==> src/rtl/bas_pkg.sv <==
// Shared types for the burst address sequencer.
// Assumes a burst of four beats, which gives a two-bit beat counter.
package bas_pkg;
    localparam int BEAT_W = 2;

    typedef enum logic {
        ORD_LINEAR = 1'b0,
        ORD_INTLV  = 1'b1
    } order_e;

    typedef enum logic {
        SRC_PROC = 1'b0,
        SRC_CTRL = 1'b1
    } src_e;
endpackage

==> src/rtl/bas_load_reg.sv <==
// Load register: captures the address, the order and the strobe that
// started the burst. The processor strobe wins over the controller strobe.
// Assumes the strobes are synchronous to clk.
module bas_load_reg
    import bas_pkg::*;
#(
    parameter int ADDR_W = 20
) (
    input  logic              clk,
    input  logic              rst_n,
    input  logic              strobe_proc,
    input  logic              strobe_ctrl,
    input  logic [ADDR_W-1:0] addr_in,
    input  logic              order_in,
    output logic [ADDR_W-1:0] base_q,
    output order_e            order_q,
    output src_e              owner_q,
    output logic              load_o
);
    // A load happens when either strobe is present.
    assign load_o = strobe_proc | strobe_ctrl;

    // Capture the burst context on a load; hold it otherwise.
    always_ff @(posedge clk) begin
        if (!rst_n) begin
            base_q  <= '0;
            order_q <= ORD_LINEAR;
            owner_q <= SRC_PROC;
        end else if (load_o) begin
            base_q  <= addr_in;
            order_q <= order_e'(order_in);
            owner_q <= strobe_proc ? SRC_PROC : SRC_CTRL;
        end
    end


    proc_priority_chk: assert property (@(posedge clk) disable iff (!rst_n)
        strobe_proc |=> owner_q == SRC_PROC);

    order_hold_chk: assert property (@(posedge clk) disable iff (!rst_n)
        !load_o |=> $stable(order_q));
endmodule

==> src/rtl/bas_beat_ctr.sv <==
// Beat counter: cleared by a load, steps on advance, and wraps modulo the
// burst length. Assumes a load takes priority over advance.
module bas_beat_ctr
    import bas_pkg::*;
#(
    parameter int CNT_W = BEAT_W
) (
    input  logic             clk,
    input  logic             rst_n,
    input  logic             load_i,
    input  logic             adv_i,
    output logic [CNT_W-1:0] beat_q,
    output logic             last_o
);
    localparam logic [CNT_W-1:0] LAST_BEAT = {CNT_W{1'b1}};

    // Clear on load, step on advance, wrap naturally at the counter width.
    always_ff @(posedge clk) begin
        if (!rst_n)       beat_q <= '0;
        else if (load_i)  beat_q <= '0;
        else if (adv_i)   beat_q <= beat_q + 1'b1;
    end

    // Flag the final beat of the group.
    assign last_o = (beat_q == LAST_BEAT);


    load_clears_chk: assert property (@(posedge clk) disable iff (!rst_n)
        load_i |=> beat_q == '0);

    step_chk: assert property (@(posedge clk) disable iff (!rst_n)
        (!load_i && adv_i) |=> beat_q == CNT_W'($past(beat_q) + 1'b1));

    hold_chk: assert property (@(posedge clk) disable iff (!rst_n)
        (!load_i && !adv_i) |=> $stable(beat_q));
endmodule

==> src/rtl/bas_order_map.sv <==
// Order map: turns the starting low bits and the beat number into the
// low address bits, in linear (sum) or interleaved (XOR) order.
// Purely combinational. Assumes order_i is already held for the burst.
module bas_order_map
    import bas_pkg::*;
#(
    parameter int CNT_W = BEAT_W
) (
    input  logic [CNT_W-1:0] start_i,
    input  logic [CNT_W-1:0] beat_i,
    input  order_e           order_i,
    output logic [CNT_W-1:0] low_o
);
    logic [CNT_W-1:0] lin_w;
    logic [CNT_W-1:0] ilv_w;

    // Linear order: sum truncated to the counter width.
    assign lin_w = start_i + beat_i;

    // Interleaved order: bitwise XOR, one gate per bit.
    for (genvar b = 0; b < CNT_W; b++) begin : g_ilv
        assign ilv_w[b] = start_i[b] ^ beat_i[b];
    end

    // Pick the variant that was captured at the load.
    always_comb begin
        low_o = (order_i == ORD_INTLV) ? ilv_w : lin_w;
    end
endmodule

==> src/rtl/burst_addr_seq.sv <==
// Burst address sequencer top. It captures a base address on either start
// strobe, then produces the four-beat low-bit sequence in the order chosen
// at the load. The upper bits never receive a carry.
// Assumes all inputs are synchronous to clk and that ADDR_W > BEAT_W.
module burst_addr_seq
    import bas_pkg::*;
#(
    parameter int ADDR_W = 20
) (
    input  logic              clk,
    input  logic              rst_n,
    input  logic [ADDR_W-1:0] addr_in,
    input  logic              strobe_proc,
    input  logic              strobe_ctrl,
    input  logic              advance,
    input  logic              order_sel,
    output logic [ADDR_W-1:0] addr_out,
    output logic [1:0]        beat_pos,
    output logic              beat_last,
    output logic              burst_src
);
    localparam int UP_W = ADDR_W - BEAT_W;

    logic [ADDR_W-1:0] base_w;
    order_e            order_w;
    src_e              owner_w;
    logic              load_w;
    logic [BEAT_W-1:0] beat_w;
    logic [BEAT_W-1:0] low_w;

    bas_load_reg #(.ADDR_W(ADDR_W)) load_i (
        .clk(clk), .rst_n(rst_n),
        .strobe_proc(strobe_proc), .strobe_ctrl(strobe_ctrl),
        .addr_in(addr_in), .order_in(order_sel),
        .base_q(base_w), .order_q(order_w), .owner_q(owner_w),
        .load_o(load_w)
    );

    bas_beat_ctr #(.CNT_W(BEAT_W)) ctr_i (
        .clk(clk), .rst_n(rst_n),
        .load_i(load_w), .adv_i(advance),
        .beat_q(beat_w), .last_o(beat_last)
    );

    bas_order_map #(.CNT_W(BEAT_W)) map_i (
        .start_i(base_w[BEAT_W-1:0]), .beat_i(beat_w),
        .order_i(order_w), .low_o(low_w)
    );

    // Join the held upper bits with the mapped low bits.
    assign addr_out  = {base_w[ADDR_W-1:BEAT_W], low_w};
    assign beat_pos  = beat_w;
    assign burst_src = owner_w;


    no_carry_chk: assert property (@(posedge clk) disable iff (!rst_n)
        !load_w |=> addr_out[ADDR_W-1:BEAT_W] == $past(addr_out[ADDR_W-1:BEAT_W]));

    load_addr_chk: assert property (@(posedge clk) disable iff (!rst_n)
        load_w |=> addr_out == $past(addr_in));

    ctrl_owner_chk: assert property (@(posedge clk) disable iff (!rst_n)
        (strobe_ctrl && !strobe_proc) |=> burst_src == 1'b1);

    hold_addr_chk: assert property (@(posedge clk) disable iff (!rst_n)
        (!load_w && !advance) |=> $stable(addr_out) && $stable(burst_src));

    up_width_chk: assert final (UP_W > 0);
endmodule

==> config.mk <==
export PLATFORM = sky130hd
export DESIGN_NAME = burst_addr_seq
export DESIGN_NICKNAME = d
export VERILOG_FILES = /design/src/rtl/bas_pkg.sv /design/src/rtl/bas_load_reg.sv /design/src/rtl/bas_beat_ctr.sv /design/src/rtl/bas_order_map.sv /design/src/rtl/burst_addr_seq.sv
export SDC_FILE = /design/constraint.sdc
export NUM_CORES = 1
export LEC_CHECK = 0
export ABC_AREA = 1
export BUFFER_PORTS_ARGS = -buffer_cell sky130_fd_sc_hd__buf_4
export CORE_ASPECT_RATIO = 1.1
export CORE_MARGIN = 4
export CORE_UTILIZATION = 30
export CTS_BUF_LIST = sky130_fd_sc_hd__clkbuf_4 sky130_fd_sc_hd__clkbuf_8
export DETAILED_ROUTE_END_ITERATION = 10
export GPL_ROUTABILITY_DRIVEN = 0
export GPL_TIMING_DRIVEN = 0
export SYNTH_ARGS = -nofsm -noshare
export SYNTH_HDL_FRONTEND = slang
export SYNTH_HIERARCHICAL = 1
export SYNTH_SLANG_ARGS = --single-unit
export TNS_END_PERCENT = 30
==> constraint.sdc <==
create_clock -name clk -period 0.8 [get_ports clk]
set_input_delay 0.08 -clock clk [delete_from_list [all_inputs] [get_ports clk]]
set_output_delay 0.08 -clock clk [all_outputs]
set_load 0.01 [all_outputs]
==> run metrics <==
violated checks=setup timing; ANT cells=0; port buffer count=49; GRT Overall Usage=12.8%; die width=65.1 um; hold path depth=3; first-pass GRT wire length=4.77 mm; Unique masters post-synth=14; Initial Utilization=31.8%; max-slew violations=0; Ports=50; Slew Limit Headroom=71.7%; final worst-path cycle share=158%; CP dominant cell by count=inv_2; DPL Wire Length=1.80 mm; drt drc=0; Detail Route Antenna Nets=0; worst path arrival time=1190 ps; Min-Delay Path Class=in2reg; slowest stage delay, CP=380 ps; CP Capture Type=output pin; Setup CP Type=reg2out; Top Family by Delay on Critical Path=flip-flops; area grow syn2layout=80.8%; WL/cell=9.53 um; ys async rst share=0%; pre-CTS setup slack=-197 ps; Pleak=0.964 nW; total power=2.65 mW; Rows=22; worst slew pin tran=424 ps; total negative setup slack=-2620 ps; Fmax achieved=789 MHz; total gr overflow=0; ys flop type=dfxtp_1; EDFF count, synth=0; Slowest cell on crit path=dfxtp_2; pin count of the biggest net entering global routing=14; Yosys warnings=6; Clock Path Buffers=2; hold_sp=advance; Worst Reg-to-Reg Cells=4; total clock sinks=24; clock tree from TritonCTS=yes; Core Util, Final=57.5%; drt via density=3.84; CP cell instances=ha_4, inv_2, nor2_2, nand3_1, nand2_1, inv_2, buf_6; initial antenna violation count=0; vias in the first global route=1,146; worst r2r src=ctr_i/beat_q[0]$_SDFFE_PP0P_; commonest non-fill, non-tap cell in the layout=nand2_1; Final WS setup=-468 ps; Die H=70.9 um; routed wire length=2.78 mm; unrepaired setup endpoints after global routing=true; CP max FO=2; H-tree Lvls=1; setup-violating endpoint count in the final report=26; Iter 0 DRT Violations=40; Post-Route Skew=0.0633 ps; Clock Root Buffer=clkbuf_4; Worst VDD drop=0.000634 V; Placement Cell Area=1520 um^2; final instance area=1950 um^2; crit path time final=1270 ps; total power divided by cell area=1360 nW/um^2; CTS buffer count=3; critical path startpoint category=flop; most frequent cells in the layout=53 x nand2_1, 43 x nor2_1, 30 x buf_6, 27 x inv_1, 26 x buf_4; CORE AREA=3390 um^2; Syn Inst Count=166; max_cap viols=0; Clock transition at path regs=130 ps; worst skew pair latency=300 ps; via count=1,120; Final Hold Vio Count=0; nets in the synthesized netlist=194; syn_area_per_cell=6.49 um^2; Reg2Reg Capture Point=ctr_i/beat_q[1]$_SDFFE_PP0P_; Pre-antenna DRT Iters=4; Netlist Area Pre-Place=1080 um^2; Hold Crit Endpoint=ctr_i/beat_q[1]$_SDFFE_PP0P_; sequential area share after synthesis=44.6%; share of cells above drive strength 1=38.1%; die area=4610 um^2; R2R setup slack=-140 ps; outcome=complete, but fails checks; Worst Path Required=720 ps; Yosys reg bits=24; Worst Path Buf+Inv=3; nets@finish=273
## tightest hold or removal path, delay by kind of cell
kind                   cells  cell delay (ps)
buffers and inverters      1              120
AND/OR/NAND/NOR            1               60
AO/OA/AOI/OAI              1               40
## area by class of cell
class	instances	area, um^2
well taps	48	60.1
fillers	331	1440
flip-flops and latches	24	513
repair buffers	74	708
inverters	30	113
clock buffers	4	36.3
multi-input cells	106	464
plain buffers	6	53.8
## worst max-delay path by stage
| stage | endpoint | cells past startpoint | start |
|---|---|---|---|
| floorplan | ctr_i/beat_q[1]$_SDFFE_PP0P_ | 3 | ctr_i/beat_q[0]$_SDFFE_PP0P_ |
| global placement | addr_out[1] | 7 | load_i/base_q[0]$_SDFFE_PN0P_ |
| detailed placement | addr_out[1] | 7 | load_i/base_q[0]$_SDFFE_PN0P_ |
| CTS | addr_out[1] | 7 | ctr_i/beat_q[0]$_SDFFE_PP0P_ |
| global route | addr_out[1] | 7 | load_i/base_q[0]$_SDFFE_PN0P_ |
| finish | addr_out[1] | 7 | load_i/base_q[0]$_SDFFE_PN0P_ |
## synth_stat cells (2+ instances only)
library cell / count / area share [%]
nand3_1: 2 / 0.93
inv_1: 29 / 10
buf_6: 4 / 4.2
nor2_1: 44 / 15
nand2_1: 54 / 19
ha_1: 2 / 2.3
dfxtp_1: 24 / 45
## timing repair
item	4_1_cts	5_1_grt
hold buffers	22	0
setup endpoints to repair	25	26
endpoints found under the hold margin	22	0
resized for setup	29	25
setup buffers	1	2
pin swaps	4	6
## kinds of logic (layout without fill, tap and decap cells)
family	count (synthesis)	count (layout)	synth area share, %
and+or+nand+nor	102	102	36.7
buffers and inverters	36	114	15.4
adders and majority gates	2	2	2.32
AOI/OAI and AO/OA	2	2	0.928
DFF	24	24	44.6
## stage by stage
| step | hold slack (ps) | std cells |
|---|---|---|
| after floorplan | 152 | 166 |
| after global placement | 275 | 263 |
| after detailed placement | 270 | 263 |
| after CTS | 0.811 | 290 |
| after global routing | 2.49 | 292 |
| final | 15.5 | 292 |
## layer usage
metal	vias to the layer above	part of all wire, %	global-route usage [%]
met2	31	48	21.7
met3	2	8.1	4.29
li1	626	-	-
met5	-	0	0
met1	461	43	15.4
met4	0	0.83	3.46
## state kept, by name, summed over array words and instances, names as in the netlist
signal	flops
load_i/order_q	1
load_i/owner_q	1
load_i/base_q	20
ctr_i/beat_q	2
## report_power, final
part / switching (mW) / internal, mW / total [mW]
Clock: 0.359 / 0.278 / 0.637
Combinational: 0.270 / 0.400 / 0.670
Sequential: 0.0577 / 1.29 / 1.34
Total: 0.687 / 1.96 / 2.65
(Power assumes the default switching activity.)
